===== config.mk =====
export PLATFORM = sky130hd
export DESIGN_NAME = prefetch_stream_ctrl
export DESIGN_NICKNAME = d
export VERILOG_FILES = /design/src/rtl/pfs_pkg.sv /design/src/rtl/pfs_fifo.sv /design/src/rtl/pfs_addr.sv /design/src/rtl/pfs_timer.sv /design/src/rtl/prefetch_stream_ctrl.sv
export SDC_FILE = /design/constraint.sdc
export NUM_CORES = 1
export LEC_CHECK = 0
export BUFFER_PORTS_ARGS = -buffer_cell sky130_fd_sc_hd__buf_2
export CAP_MARGIN = 10
export CELL_PAD_IN_SITES_DETAIL_PLACEMENT = 1
export CELL_PAD_IN_SITES_GLOBAL_PLACEMENT = 2
export CORE_ASPECT_RATIO = 1.5
export CORE_UTILIZATION = 50
export DETAILED_ROUTE_END_ITERATION = 16
export GPL_ROUTABILITY_DRIVEN = 0
export HOLD_SLACK_MARGIN = 0.08
export PLACE_DENSITY = 0.88
export SLEW_MARGIN = 20
export SYNTH_ARGS = -nofsm -noshare
export SYNTH_HDL_FRONTEND = slang
export SYNTH_SLANG_ARGS = --single-unit

===== constraint.sdc =====
create_clock -name clk -period 9 [get_ports clk]
set_input_delay 1.8 -clock clk [delete_from_list [all_inputs] [get_ports clk]]
set_output_delay 1.8 -clock clk [all_outputs]
set_load 0.02 [all_outputs]

===== src/rtl/pfs_pkg.sv =====
`timescale 1ns/100ps
package pfs_pkg;
    typedef enum logic [2:0] {
        ST_IDLE,
        ST_PEND,
        ST_STREAM,
        ST_DRAIN,
        ST_WAIT
    } pfs_state_e;
endpackage


===== src/rtl/pfs_fifo.sv =====
`timescale 1ns/100ps
module pfs_fifo #(
    parameter int WIDTH = 32,
    parameter int DEPTH = 16
) (
    input  logic                         clk,
    input  logic                         rst_n,
    input  logic                         wr_en,
    input  logic [WIDTH-1:0]             wr_data,
    input  logic                         rd_en,
    input  logic                         flush,
    output logic [WIDTH-1:0]             rd_data,
    output logic                         full,
    output logic                         empty,
    output logic [$clog2(DEPTH+1)-1:0]   count
);
    localparam int PTR_W = $clog2(DEPTH);
    localparam int CNT_W = $clog2(DEPTH + 1);

    logic [WIDTH-1:0] mem [DEPTH];
    logic [PTR_W-1:0] wr_ptr, rd_ptr;

    always_ff @(posedge clk) begin
        if (wr_en && !flush) begin
            mem[wr_ptr] <= wr_data;
        end
    end

    always_ff @(posedge clk) begin
        if (!rst_n || flush) begin
            wr_ptr <= '0;
            rd_ptr <= '0;
            count  <= '0;
        end else begin
            if (wr_en) begin
                wr_ptr <= (wr_ptr == PTR_W'(DEPTH - 1)) ? '0 : wr_ptr + 1'b1;
            end
            if (rd_en) begin
                rd_ptr <= (rd_ptr == PTR_W'(DEPTH - 1)) ? '0 : rd_ptr + 1'b1;
            end
            count <= count + CNT_W'(wr_en) - CNT_W'(rd_en);
        end
    end

    assign rd_data = mem[rd_ptr];
    assign full    = (count == CNT_W'(DEPTH));
    assign empty   = (count == '0);

    AST_NO_OVERFLOW: assert property (@(posedge clk) disable iff (!rst_n)
        wr_en |-> !full);
    AST_NO_UNDERFLOW: assert property (@(posedge clk) disable iff (!rst_n)
        rd_en |-> !empty);
    AST_FLUSH_EMPTY: assert property (@(posedge clk) disable iff (!rst_n)
        flush |=> empty);
endmodule


===== src/rtl/pfs_addr.sv =====
`timescale 1ns/100ps
module pfs_addr #(
    parameter int ADDR_W     = 32,
    parameter int WORD_BYTES = 4,
    parameter int PAGE_BITS  = 12
) (
    input  logic              clk,
    input  logic              rst_n,
    input  logic              load,
    input  logic [ADDR_W-1:0] load_addr,
    input  logic              step,
    output logic [ADDR_W-1:0] addr_o,
    output logic              page_end_o
);
    logic [ADDR_W-1:0] addr_nxt;

    assign addr_nxt   = addr_o + ADDR_W'(WORD_BYTES);
    assign page_end_o = (addr_nxt[PAGE_BITS-1:0] == '0);

    always_ff @(posedge clk) begin
        if (!rst_n) begin
            addr_o <= '0;
        end else if (load) begin
            addr_o <= load_addr;
        end else if (step) begin
            addr_o <= addr_nxt;
        end
    end
endmodule


===== src/rtl/pfs_timer.sv =====
`timescale 1ns/100ps
module pfs_timer #(
    parameter int LIMIT = 32768
) (
    input  logic clk,
    input  logic rst_n,
    input  logic load,
    input  logic run,
    output logic zero_o
);
    localparam int TW = $clog2(LIMIT + 1);

    logic [TW-1:0] cnt_q;

    always_ff @(posedge clk) begin
        if (!rst_n) begin
            cnt_q <= '0;
        end else if (load) begin
            cnt_q <= TW'(LIMIT);
        end else if (run && cnt_q != '0) begin
            cnt_q <= cnt_q - 1'b1;
        end
    end

    assign zero_o = (cnt_q == '0);
endmodule


===== src/rtl/prefetch_stream_ctrl.sv =====
`timescale 1ns/100ps
module prefetch_stream_ctrl
    import pfs_pkg::*;
#(
    parameter int DATA_W     = 32,
    parameter int ADDR_W     = 32,
    parameter int DEPTH      = 16,
    parameter int TMO_CYCLES = 32768,
    parameter int WORD_BYTES = 4,
    parameter int PAGE_BITS  = 12
) (
    input  logic              clk,
    input  logic              rst_n,
    input  logic              rd_start_i,
    input  logic [ADDR_W-1:0] rd_addr_i,
    input  logic              tgt_valid_i,
    input  logic [DATA_W-1:0] tgt_data_i,
    input  logic              tgt_last_i,
    output logic              fetch_en_o,
    output logic [ADDR_W-1:0] tgt_addr_o,
    input  logic              ini_take_i,
    input  logic              ini_end_i,
    output logic              ini_avail_o,
    output logic [DATA_W-1:0] ini_data_o,
    output logic              disc_o,
    output logic              flow_o,
    input  logic              other_pend_i,
    output logic              discard_o
);
    localparam int CNT_W = $clog2(DEPTH + 1);

    pfs_state_e         state_q, state_d;
    logic               fetching_q;
    logic               full, empty, page_end, tmo_zero;
    logic               flush, wr, pop, start;
    logic [CNT_W-1:0]   count;
    logic [CNT_W:0]     cnt_after;

    pfs_fifo #(.WIDTH(DATA_W), .DEPTH(DEPTH)) u_buf (
        .clk(clk), .rst_n(rst_n), .wr_en(wr), .wr_data(tgt_data_i),
        .rd_en(pop), .flush(flush), .rd_data(ini_data_o),
        .full(full), .empty(empty), .count(count)
    );

    pfs_addr #(.ADDR_W(ADDR_W), .WORD_BYTES(WORD_BYTES), .PAGE_BITS(PAGE_BITS)) u_addr (
        .clk(clk), .rst_n(rst_n), .load(start), .load_addr(rd_addr_i),
        .step(wr), .addr_o(tgt_addr_o), .page_end_o(page_end)
    );

    pfs_timer #(.LIMIT(TMO_CYCLES)) u_tmo (
        .clk(clk), .rst_n(rst_n),
        .load(state_d == ST_WAIT && state_q != ST_WAIT),
        .run(state_q == ST_WAIT), .zero_o(tmo_zero)
    );

    // Output and handshake decode
    always_comb begin
        start       = (state_q == ST_IDLE) && rd_start_i;
        flush       = (state_q == ST_WAIT) && (other_pend_i || tmo_zero);
        fetch_en_o  = fetching_q && !full;
        wr          = fetch_en_o && tgt_valid_i && !flush;
        ini_avail_o = !empty && !flush && (state_q != ST_IDLE);
        pop         = ini_take_i && ini_avail_o;
        disc_o      = (state_q == ST_STREAM) && empty && !ini_end_i;
        flow_o      = (state_q == ST_STREAM);
        discard_o   = flush;
        cnt_after   = {1'b0, count} + {{CNT_W{1'b0}}, wr} - {{CNT_W{1'b0}}, pop};
    end

    // Next state
    always_comb begin
        state_d = state_q;
        unique case (state_q)
            ST_IDLE:   if (rd_start_i) state_d = ST_PEND;
            ST_PEND:   if (pop) state_d = fetching_q ? ST_STREAM : ST_DRAIN;
            ST_STREAM: if (ini_end_i || empty) state_d = ST_WAIT;
            ST_DRAIN: begin
                if (cnt_after == '0)  state_d = ST_IDLE;
                else if (ini_end_i)   state_d = ST_WAIT;
            end
            ST_WAIT: begin
                if (flush)     state_d = ST_IDLE;
                else if (pop)  state_d = fetching_q ? ST_STREAM : ST_DRAIN;
            end
            default:           state_d = ST_IDLE;
        endcase
    end

    always_ff @(posedge clk) begin
        if (!rst_n) begin
            state_q <= ST_IDLE;
        end else begin
            state_q <= state_d;
        end
    end

    // Target fetch permission
    always_ff @(posedge clk) begin
        if (!rst_n || flush) begin
            fetching_q <= 1'b0;
        end else if (start) begin
            fetching_q <= 1'b1;
        end else if (fetching_q && (tgt_last_i || (wr && page_end) ||
                     cnt_after == (CNT_W+1)'(DEPTH) ||
                     (state_q == ST_STREAM && ini_end_i))) begin
            fetching_q <= 1'b0;
        end
    end

    AST_LAST_STOP: assert property (@(posedge clk) disable iff (!rst_n)
        (fetching_q && tgt_last_i) |=> !fetch_en_o);
    AST_PAGE_STOP: assert property (@(posedge clk) disable iff (!rst_n)
        (wr && page_end) |=> !fetch_en_o);
    AST_END_STOP: assert property (@(posedge clk) disable iff (!rst_n)
        (state_q == ST_STREAM && ini_end_i) |=> (!fetch_en_o && state_q == ST_WAIT));
    AST_FLOW_ENTRY: assert property (@(posedge clk) disable iff (!rst_n)
        (state_q == ST_PEND && pop && fetching_q) |=> flow_o);
    AST_DISC_WAIT: assert property (@(posedge clk) disable iff (!rst_n)
        disc_o |=> (state_q == ST_WAIT));
    AST_PEND_DROP: assert property (@(posedge clk) disable iff (!rst_n)
        (state_q == ST_WAIT && other_pend_i) |=> (state_q == ST_IDLE && empty));
endmodule


; ---- After elaboration in Yosys (flattened, before gate mapping)
; Memories as Yosys holds them, arrays and structs flattened. A register that Yosys moved wholly into a read port is not among the register bits.
; Index checks and enable logic that the tools add are counted.
[totals]
ff_bits = 65
ram_bits = 512
out_inout_bits = 69
wordCells = 86
n_memories = 1
[classes]
add_sub_neg = 8
eq_ne = 10
mux = 20
bitwise = 1
reduce_logical = 38
[memory_table]
columns = name, words, width, read_ports, rd_ports_with_merged_regs, wr, line_no
row1 = u_buf.mem, 16, 32, 1, 1, 1, pfs_fifo.sv:20  ; logic [WIDTH-1:0] mem [DEPTH];
[op_table]
columns = op, n
row1 = $mux W32, 2
row2 = $add A32 B3 Y32 const B, 1
row3 = $mux W16, 2
row4 = $mux W3, 6
row5 = $logic_and A1 B1 Y1, 16
row6 = $logic_not A16 Y1, 1
row7 = $mux W4, 4
row8 = $reduce_bool A16 Y1, 1
row9 = $sub A16 B1 Y16 const B, 1
row10 = $pmux W3 S5, 1
row11 = $logic_not A12 Y1, 1
row12 = $add A4 B1 Y4 const B, 2
row13 = $eq A4 B4 Y1 const B, 2
row14 = $add A5 B1 Y6, 1
row15 = $eq A3 B2 Y1 const B, 2
row16 = $eq A3 B3 Y1 const B, 2
row17 = $eq A6 B5 Y1 const B, 1
row18 = $logic_not A6 Y1, 1
row19 = $logic_or A1 B1 Y1, 6
row20 = $reduce_bool A2 Y1, 3
row21 = $sub A6 B1 Y6, 1
row22 = $add A5 B1 Y5, 1
row23 = $eq A5 B5 Y1 const B, 1
row24 = $logic_not A1 Y1, 5
row25 = other kinds (9), 13

; ---- Depth between registers and ports, before layout
; Gate-level depths: netlist (run 1).
[logic_depth]
depth_word = 14
ltp_mapped = 18

; ---- Hierarchy
; A second synthesis (run 1) with hierarchy kept.
[unflattened]
cells_unflattened = 1319
hier_area_um2 = 23527.6
[by_module_without_submodules]
columns = module, instances, cells_per_inst, area_per_inst_um2
row1 = pfs_fifo, 1, 890, 20034.2
row2 = pfs_addr, 1, 249, 2000.7
row3 = pfs_timer, 1, 96, 855.8
row4 = prefetch_stream_ctrl, 1, 84, 636.9

; ---- Least setup slack after synthesis (run 1)
; Ideal clock, no wire load.
[synth_path]
path_type = in2reg
start = input port other_pend_i
end = memory u_buf.mem[1][0], enable pin
setup_time_ns = 0.461
t_arrival_ns = 5.075
required_ns = 8.539
path_slack_ns = 3.464
cell_stages = 6
path_cell_list = inv_1 o2111ai_1 a21oi_1 buf_2 nand2_1 nor3_1
[synth_between]
elab_chain_cells = 7
[synth_rtl]
columns = element, line_no
row1 = from (decl), prefetch_stream_ctrl.sv:27  ; input logic other_pend_i,
row2 = $logic_or A1 B1 Y1 *, prefetch_stream_ctrl.sv:59  ; flush = (state_q == ST_WAIT) && (other_pend_i || tmo_zero);
row3 = $logic_and A1 B1 Y1 *, prefetch_stream_ctrl.sv:59
row4 = $logic_not A1 Y1 *, "pfs_fifo.sv:24, prefetch_stream_ctrl.sv:61"
row5 = $logic_and A1 B1 Y1, prefetch_stream_ctrl.sv:61  ; wr = fetch_en_o && tgt_valid_i && !flush;
row6 = $logic_and A1 B1 Y1 *, pfs_fifo.sv:24  ; if (wr_en && !flush) begin
row7 = $mux W1 *, pfs_fifo.sv:24
row8 = $mux W1 (implied by the code) *, pfs_fifo.sv:25  ; mem[wr_ptr] <= wr_data;
row9 = to (decl), pfs_fifo.sv:20
; Every way passes the cells marked *; elsewhere a longest branch is shown, timed or not.

; ---- Worst setup path after layout (run 1)
[layout_path]
start = input port other_pend_i
end = register u_tmo.cnt_q[1]
[layout_between]
elab_chain_cells = 13
[layout_rtl]
columns = element, line_no
row1 = $logic_or A1 B1 Y1 *, prefetch_stream_ctrl.sv:59
row2 = $logic_and A1 B1 Y1 *, prefetch_stream_ctrl.sv:59
row3 = $logic_not A1 Y1 *, "prefetch_stream_ctrl.sv:61, prefetch_stream_ctrl.sv:62"
row4 = "parallel branches: the longest is 3 deep, another holds $add A5 B1 Y6", --
row5 = $sub A6 B1 Y6 *, prefetch_stream_ctrl.sv:67  ; cnt_after = {1'b0, count} + {{CNT_W{1'b0}}, wr} - {{CNT_W{1'b0}}, pop};
row6 = via cnt_after[1], prefetch_stream_ctrl.sv:37  ; logic [CNT_W:0] cnt_after;
row7 = $logic_not A6 Y1 *, prefetch_stream_ctrl.sv:78  ; if (cnt_after == '0) state_d = ST_IDLE;
row8 = $mux W3 *, prefetch_stream_ctrl.sv:78
row9 = $pmux W3 S5 *, prefetch_stream_ctrl.sv:73  ; unique case (state_q)
row10 = $eq A3 B3 Y1 *, prefetch_stream_ctrl.sv:52  ; .load(state_d == ST_WAIT && state_q != ST_WAIT),
row11 = $logic_and A1 B1 Y1 *, prefetch_stream_ctrl.sv:52
row12 = $reduce_or A2 Y1 (no line) *, --
row13 = to (signal assigned), pfs_timer.sv:19  ; cnt_q <= TW'(LIMIT);
row14 = to (signal assigned), pfs_timer.sv:21  ; cnt_q <= cnt_q - 1'b1;
row15 = to (decl), pfs_timer.sv:13  ; logic [TW-1:0] cnt_q;
; Mark *: on every way through the listed nets, which the timed path passes.
; A chain may end at the register's enable or synchronous reset.

==> results of run 1 <==
cell type report:
cell class | instances | area (µm²) | area share, %
Antenna cell | 1 | 2.50 | 0.00939
Inverter | 22 | 82.6 | 0.310
Multi-Input combinational cell | 558 | 6370 | 23.9
Clock buffer | 67 | 1420 | 5.33
Clock inverter | 33 | 344 | 1.29
Sequential cell | 581 | 16800 | 62.9
Timing Repair Buffer | 167 | 916 | 3.44
Tap cell | 588 | 736 | 2.76
logic make-up (layout without fill, tap and decap cells):
kind of cell,Yosys count,after routing
buffers and inverters,93,289
AND/OR/NAND/NOR,204,204
adder cells (fa/ha/maj),17,17
other,0,1
XOR/XNOR,30,30
flip-flops,581,581
multiplexers,165,165
AO/OA/AOI/OAI,142,142
cell usage after synthesis, drive strengths merged, types with 2 or more instances:
| library cell | number |
|---|---|
| nor2 | 40 |
| nand3 | 18 |
| o31ai | 5 |
| a211oi | 10 |
| o2111ai | 3 |
| mux4 | 160 |
| or3b | 5 |
| a211o | 2 |
| and2 | 7 |
| and3 | 10 |
| a31oi | 12 |
| xor2 | 6 |
| o211ai | 6 |
| nand2 | 29 |
| or4b | 2 |
| and4 | 6 |
| o41ai | 4 |
| a21oi | 29 |
| or3 | 7 |
| or4 | 7 |
| a32oi | 4 |
| o21ai | 37 |
| nor4 | 9 |
| edfxtp | 512 |
| a2111oi | 10 |
| buf | 24 |
| mux2i | 5 |
| nor4b | 3 |
| xnor2 | 24 |
| clkbuf | 47 |
| ha | 16 |
| nand4b | 3 |
| o2111a | 3 |
| nor3b | 2 |
| inv | 21 |
| nor3 | 37 |
| a21boi | 2 |
| o21a | 4 |
| nand2b | 5 |
| o31a | 2 |
| nand4 | 10 |
| a311o | 3 |
| dfxtp | 69 |
power breakdown:
| group | total (µW) | internal, µW | switching [µW] |
|---|---|---|---|
| sequential | 3080 | 2990 | 83.9 |
| combinational | 733 | 305 | 428 |
| clock | 2280 | 1300 | 981 |
| total | 6090 | 4590 | 1490 |
worst max-delay path, cell delays in order:
cell and delay, ns:
buf_2 0.10, inv_1 0.06, o2111ai_1 0.72, a21oi_1 0.10
buf_4 0.24, inv_2 0.21, ha_1 0.27, inv_1 0.05
ha_1 0.21, fa_1 0.48, or3b_1 0.39, a2111oi_0 0.39
a22oi_1 0.21, o31a_1 0.53, a2111oi_1 0.42
per-layer routing:
| layer | wire, µm | vias up |
|---|---|---|
| li1 | - | 5408 |
| met1 | 21500 | 6596 |
| met2 | 30400 | 447 |
| met3 | 2900 | 70 |
| met4 | 1170 | 2 |
| met5 | 13 | - |
per-stage QoR:
step / utilization [%] / setup slack [ns] / area, µm² / cells / hold slack, ns
final: 57.9 / 3.25 / 26600 / 2017 / 0.478
after global routing: 57.9 / 3.01 / 26600 / 2016 / 0.509
after global placement: 54.1 / 3.04 / 24900 / 1916 / 0.466
after detailed placement: 54.1 / 2.69 / 24900 / 1916 / 0.472
after CTS: 57.9 / 3.27 / 26600 / 2016 / 0.482
after floorplan: - / 3.46 / 23400 / 1232 / 0.450
registers in the layout, summed over array words and instances, names as in the netlist, named ones only:
register / count
fetching_q: 1
state_q: 3
u_addr.addr_o: 32
u_buf.count: 5
u_buf.mem: 512
u_buf.rd_ptr: 4
u_buf.wr_ptr: 4
u_tmo.cnt_q: 16
worst paths after layout:
path / end / depth (start not counted)
hold / removal: u_addr.addr_o[0]$_SDFFE_PN0P_ / 2
setup / recovery: u_tmo.cnt_q[1]$_SDFFE_PP0P_ / 15
setup reg to reg: u_tmo.cnt_q[1]$_SDFFE_PP0P_ / 14
hold reg to reg: u_addr.addr_o[0]$_SDFFE_PN0P_ / 2
==> flow_summary_export.csv, run 1 <==
group,metric,value,unit
status,status,"complete, no violations",
timing,relSlewSlack,26.2,%
synthesis,synth_cell_types,68,
placed_design,post-dp-hpwl,31200,µm
synthesis,synth_top_area_share,65.7,%
clocking,cts_tree,"built",
clocking,cts_hold_buffers,0,
global_route,grt_use_met3,3.43,%
die,fp.dieW,179,µm
critical_path,cp_max_fo,17,
synthesis,synthTopCellsByArea,"edfxtp_1 66%, mux4_2 15%, dfxtp_1 5.9%, xnor2_1 0.90%, ha_1 0.86%",
critical_path,critical_path_arrival,6.19,ns
clocking,cts_made_buffers,53,
global_route,grt_max_degree,114,
synthesis,syn-mean-instance-area,19.0,µm²
synthesis,syn_nets,1321,
clocking,cts_setup_buffers,0,
power_and_ir_drop,ir_worst_vdd,0.171,mV
final_layout,layout_commonest_cell,"edfxtp_1",
final_layout,syn_to_final_growth,13.9,%
hold_path,hold_path_class,"register to register",
synthesis,synth_edf_count,512,
clocking,clk_pin_slew,0.06,ns
global_route,global_route.usage.met2,43.8,%
synthesis,yosysSeqAreaShare,71.6,%
synthesis,syn_inst,1232,
global_route,top_usage_layer,"met2",
routing,via_count,12500,
global_route,grt_remaining_overflow,0,
die,die_area,47700,µm²
critical_path,crit_type,"input port to register",
die,coreArea,46000,µm²
timing,setup_violations,0,
die,pin_count,141,
clocking,clock_sinks,581,
final_layout,layout-drive-gt1-share,30.5,%
synthesis,synth-main-ff-cell,"edfxtp_1",
synthesis,synth_area_leader_cell,"edfxtp_1",
synthesis,ys_ff_latch,581,
die,placementRows,96,
timing,clock.fmax,174,MHz
routing,wl_per_cell,27.8,µm
placed_design,io_buffer_count,140,
synthesis,syn_area,23400,µm²
die,start_util,50.8,%
routing,ant_nets,0,
global_route,use_met1,29.6,%
synthesis,synth-adder-area-share,0.942,%
synthesis,synth_xor_area_share,1.12,%
synthesis,synth-simple-area-share,4.83,%
critical_path,crit_start,"other_pend_i",
synthesis,synth_top_family_by_area,"multiplexers",
power_and_ir_drop,leakagePower,0.00838,µW
routing,drtIter0Drc,1032,
timing,rsz0062_at_grt,"false",
final_layout,fill_cells,4105,
global_route,grt.total_usage,24.2,%
clocking,post_cts_resized,0,
power_and_ir_drop,finalPower,6090,µW
job,drv_cap,0,
routing,firstDrtPassIters,5,
clocking,clockBufferDepth,3,
synthesis,synth_mux_area_share,15.6,%
timing,maxSlewViolCount,0,
timing,hold_viol,0,
routing,drc,0,
synthesis,synth-compound-area-share,4.22,%
timing,skew,0.0321,ns
routing,via_per_inst,6.21,
clocking,htreeDepth,2,
clocking,cts_root_buf,"clkbuf_16",
timing,period_share,63.9,%
synthesis,yosysWarningCount,0,
timing,layout_min_cycle_time,5.75,ns
clocking,clock_latency,0.60,ns
routing,totalWireLength,56000,µm
die,die_height,267,µm
global_route,grt_pass1_wl,83700,µm
final_layout,final_nets,1472,
synthesis,synthArstFlopShare,0,%
critical_path,startpoint_type,"input port",
global_route,grt_pass1_vias,13500,
critical_path,cp-end-kind,"register",
hold_path,worstHoldStart,"u_addr.addr_o[0]$_SDFFE_PN0P_",
critical_path,r2r_setup_slack,3.52,ns
timing,tns,0,ns
global_route,antenna_found_initial,2,
timing,worstMarginPinSlew,1.10,ns
final_layout,layout_common_cells,"512 x edfxtp_1, 160 x mux4_2, 140 x buf_2, 65 x dfxtp_1, 54 x clkbuf_16",
critical_path,crit_required,9.44,ns
power_and_ir_drop,power_density,229,nW/µm²
critical_path,r2r_start,"state_q[2]$_SDFF_PN0_",
(Power assumes the default switching activity.)
==> run 2: changes to the inputs <==
--- a/config.mk
+++ b/config.mk
@@ -10,11 +10,11 @@
 export CELL_PAD_IN_SITES_DETAIL_PLACEMENT = 1
 export CELL_PAD_IN_SITES_GLOBAL_PLACEMENT = 2
 export CORE_ASPECT_RATIO = 1.5
-export CORE_UTILIZATION = 50
+export CORE_UTILIZATION = 42
 export DETAILED_ROUTE_END_ITERATION = 16
 export GPL_ROUTABILITY_DRIVEN = 0
 export HOLD_SLACK_MARGIN = 0.08
-export PLACE_DENSITY = 0.88
+export PLACE_DENSITY = 0.79
 export SLEW_MARGIN = 20
 export SYNTH_ARGS = -nofsm -noshare
 export SYNTH_HDL_FRONTEND = slang
==> constraint.sdc (replaced) <==
create_clock -name clk -period 4.6 [get_ports clk]
set_input_delay 0.92 -clock clk [delete_from_list [all_inputs] [get_ports clk]]
set_output_delay 0.92 -clock clk [all_outputs]
set_load 0.02 [all_outputs]
==> flow_summary_export.csv, run 2 (synthesis gave the netlist of run 1 again) <==
group,metric,value,unit
critical_path,critical_path_arrival,4.83,ns
clocking,cts_hold_buffers,0,
routing,wl_met3,2580,µm
final_layout,layout-drive-gt1-share,31.6,%
final_layout,final_area,27100,µm²
clocking,clock_latency,0.62,ns
power_and_ir_drop,finalPower,11900,µW
power_and_ir_drop,ir_worst_vdd,0.332,mV
routing,firstDrtPassIters,6,
clocking,cts_made_buffers,55,
timing,clock.fmax,231,MHz
placed_design,io_buffer_count,140,
final_layout,syn_to_final_growth,15.7,%
critical_path,crit_path_cell_trace,"inv_1 -> ha_1 -> or4b_1 -> nand2_1 -> a311o_1 -> inv_1 -> ha_1 -> inv_1 -> ha_1 -> fa_1 -> or3b_1 -> a2111oi_1 -> a22oi_1 -> o31a_4 -> a2111oi_1",
timing,setup_violations,0,
clocking,htreeDepth,2,
routing,wl_per_cell,26.6,µm
die,die_area,56700,µm²
clocking,post_cts_resized,0,
global_route,antenna_found_initial,3,
routing,wl_met1,22100,µm
clocking,clock_sinks,581,
clocking,cts_tree,"built",
critical_path,startpoint_type,"register",
global_route,grt_pass1_vias,13700,
critical_path,slowest_delay,0.54,ns
routing,drc,0,
clocking,cts_root_buf,"clkbuf_16",
routing,top_layer,"met5",
critical_path,cp-end-kind,"register",
routing,totalWireLength,56800,µm
global_route,grt_max_degree,47,
global_route,grt_pass1_wl,85700,µm
die,placementRows,105,
timing,relSlewSlack,30.2,%
clocking,clk_pin_slew,0.06,ns
power_and_ir_drop,leakagePower,0.00848,µW
final_layout,reg_top3,"u_buf.mem x512, u_addr.addr_o x32, u_tmo.cnt_q x16",
die,fp.dieW,195,µm
power_and_ir_drop,power_density,440,nW/µm²
critical_path,crit_type,"register to register",
timing,rsz0062_at_grt,"false",
timing,worstMarginPinSlew,1.04,ns
timing,layout_min_cycle_time,4.34,ns
timing,hold_viol,0,
placed_design,placedInstanceArea,25300,µm²
critical_path,cp_max_fo,17,
critical_path,critPathBufInv,3,
timing,maxSlewViolCount,0,
routing,ant_nets,0,
clocking,clockBufferDepth,3,
timing,period_share,94.3,%
routing,drtIter0Drc,832,
clocking,cts_setup_buffers,0,
placed_design,post-dp-hpwl,34400,µm
timing,fin_hold_ws,0.489,ns
final_layout,layout_commonest_cell,"edfxtp_1",
die,die_height,291,µm
job,drv_cap,0,
status,status,"complete, no violations",
routing,wl_met2,30900,µm
die,start_util,42.6,%
final_layout,largest-register,"u_buf.mem",
global_route,grt_remaining_overflow,0,
routing,via_per_inst,5.85,
die,coreArea,54900,µm²
critical_path,crit_required,5.09,ns
timing,skew,0.0263,ns
final_layout,layout_common_cells,"512 x edfxtp_1, 160 x mux4_2, 140 x buf_2, 65 x dfxtp_1, 56 x clkbuf_16",
hold_path,hold_path_class,"register to register",
routing,via_count,12500,
global_route,grt.total_usage,20.4,%
die,pin_count,141,
critical_path,slowest_stage,"or4b_1",
final_layout,fin_util,49.3,%
final_layout,largest_register_ffs,512,
final_layout,final_nets,1493,
critical_path,critPathTopFamily,"compound AO/OA/AOI/OAI gates",
run 2: worst paths after layout:
check                                 from                             to  slack, ns  cells after the start
max              u_buf.count[3]$_SDFF_PP0_    u_tmo.cnt_q[1]$_SDFFE_PP0P_       0.26                     15
min          u_addr.addr_o[0]$_SDFFE_PN0P_  u_addr.addr_o[0]$_SDFFE_PN0P_       0.49                      2
max reg2reg      u_buf.count[3]$_SDFF_PP0_    u_tmo.cnt_q[1]$_SDFFE_PP0P_       0.26                     15
min reg2reg  u_addr.addr_o[0]$_SDFFE_PN0P_  u_addr.addr_o[0]$_SDFFE_PN0P_       0.49                      2
run 2: area by class of cell:
class,count,area (µm²)
tap,695,870
clock buffer,68,1460
clock inverter,29,270
antenna,1,2.50
fill,5151,27800
multi-input combinational,558,6400
sequential,581,16800
timing repair buffer,186,1220
inverter,22,82.6
run 2: routing by layer:
layer  GRT usage, %  vias to the layer above
met2           37.6                      335
met5              0                        -
met4           5.92                        4
met1           24.3                     6626
met3           3.38                       90
li1               -                     5455
run 2: per-stage QoR:
stage          cells  worst slack, ns  setup TNS, ns
3_5_place_dp    2042         -0.00189       -0.00189
3_3_place_gp    2042            0.156              0
2_1_floorplan   1232            0.142              0
5_1_grt         2139           0.0146              0
4_1_cts         2139           0.0454              0
6_report        2140            0.262              0
run 2: report_power, final:
part           internal [µW]  switching [µW]
combinational            621             873
clock                   2420            1960
sequential              5860             167
total                   8900            3000
run 2: tightest hold or removal path: cells and delay by family (launching register included):
family,cells,cell delay [ns]
DFF,1,0.33
and+or+nand+nor,1,0.06
AOI/OAI and AO/OA,1,0.05
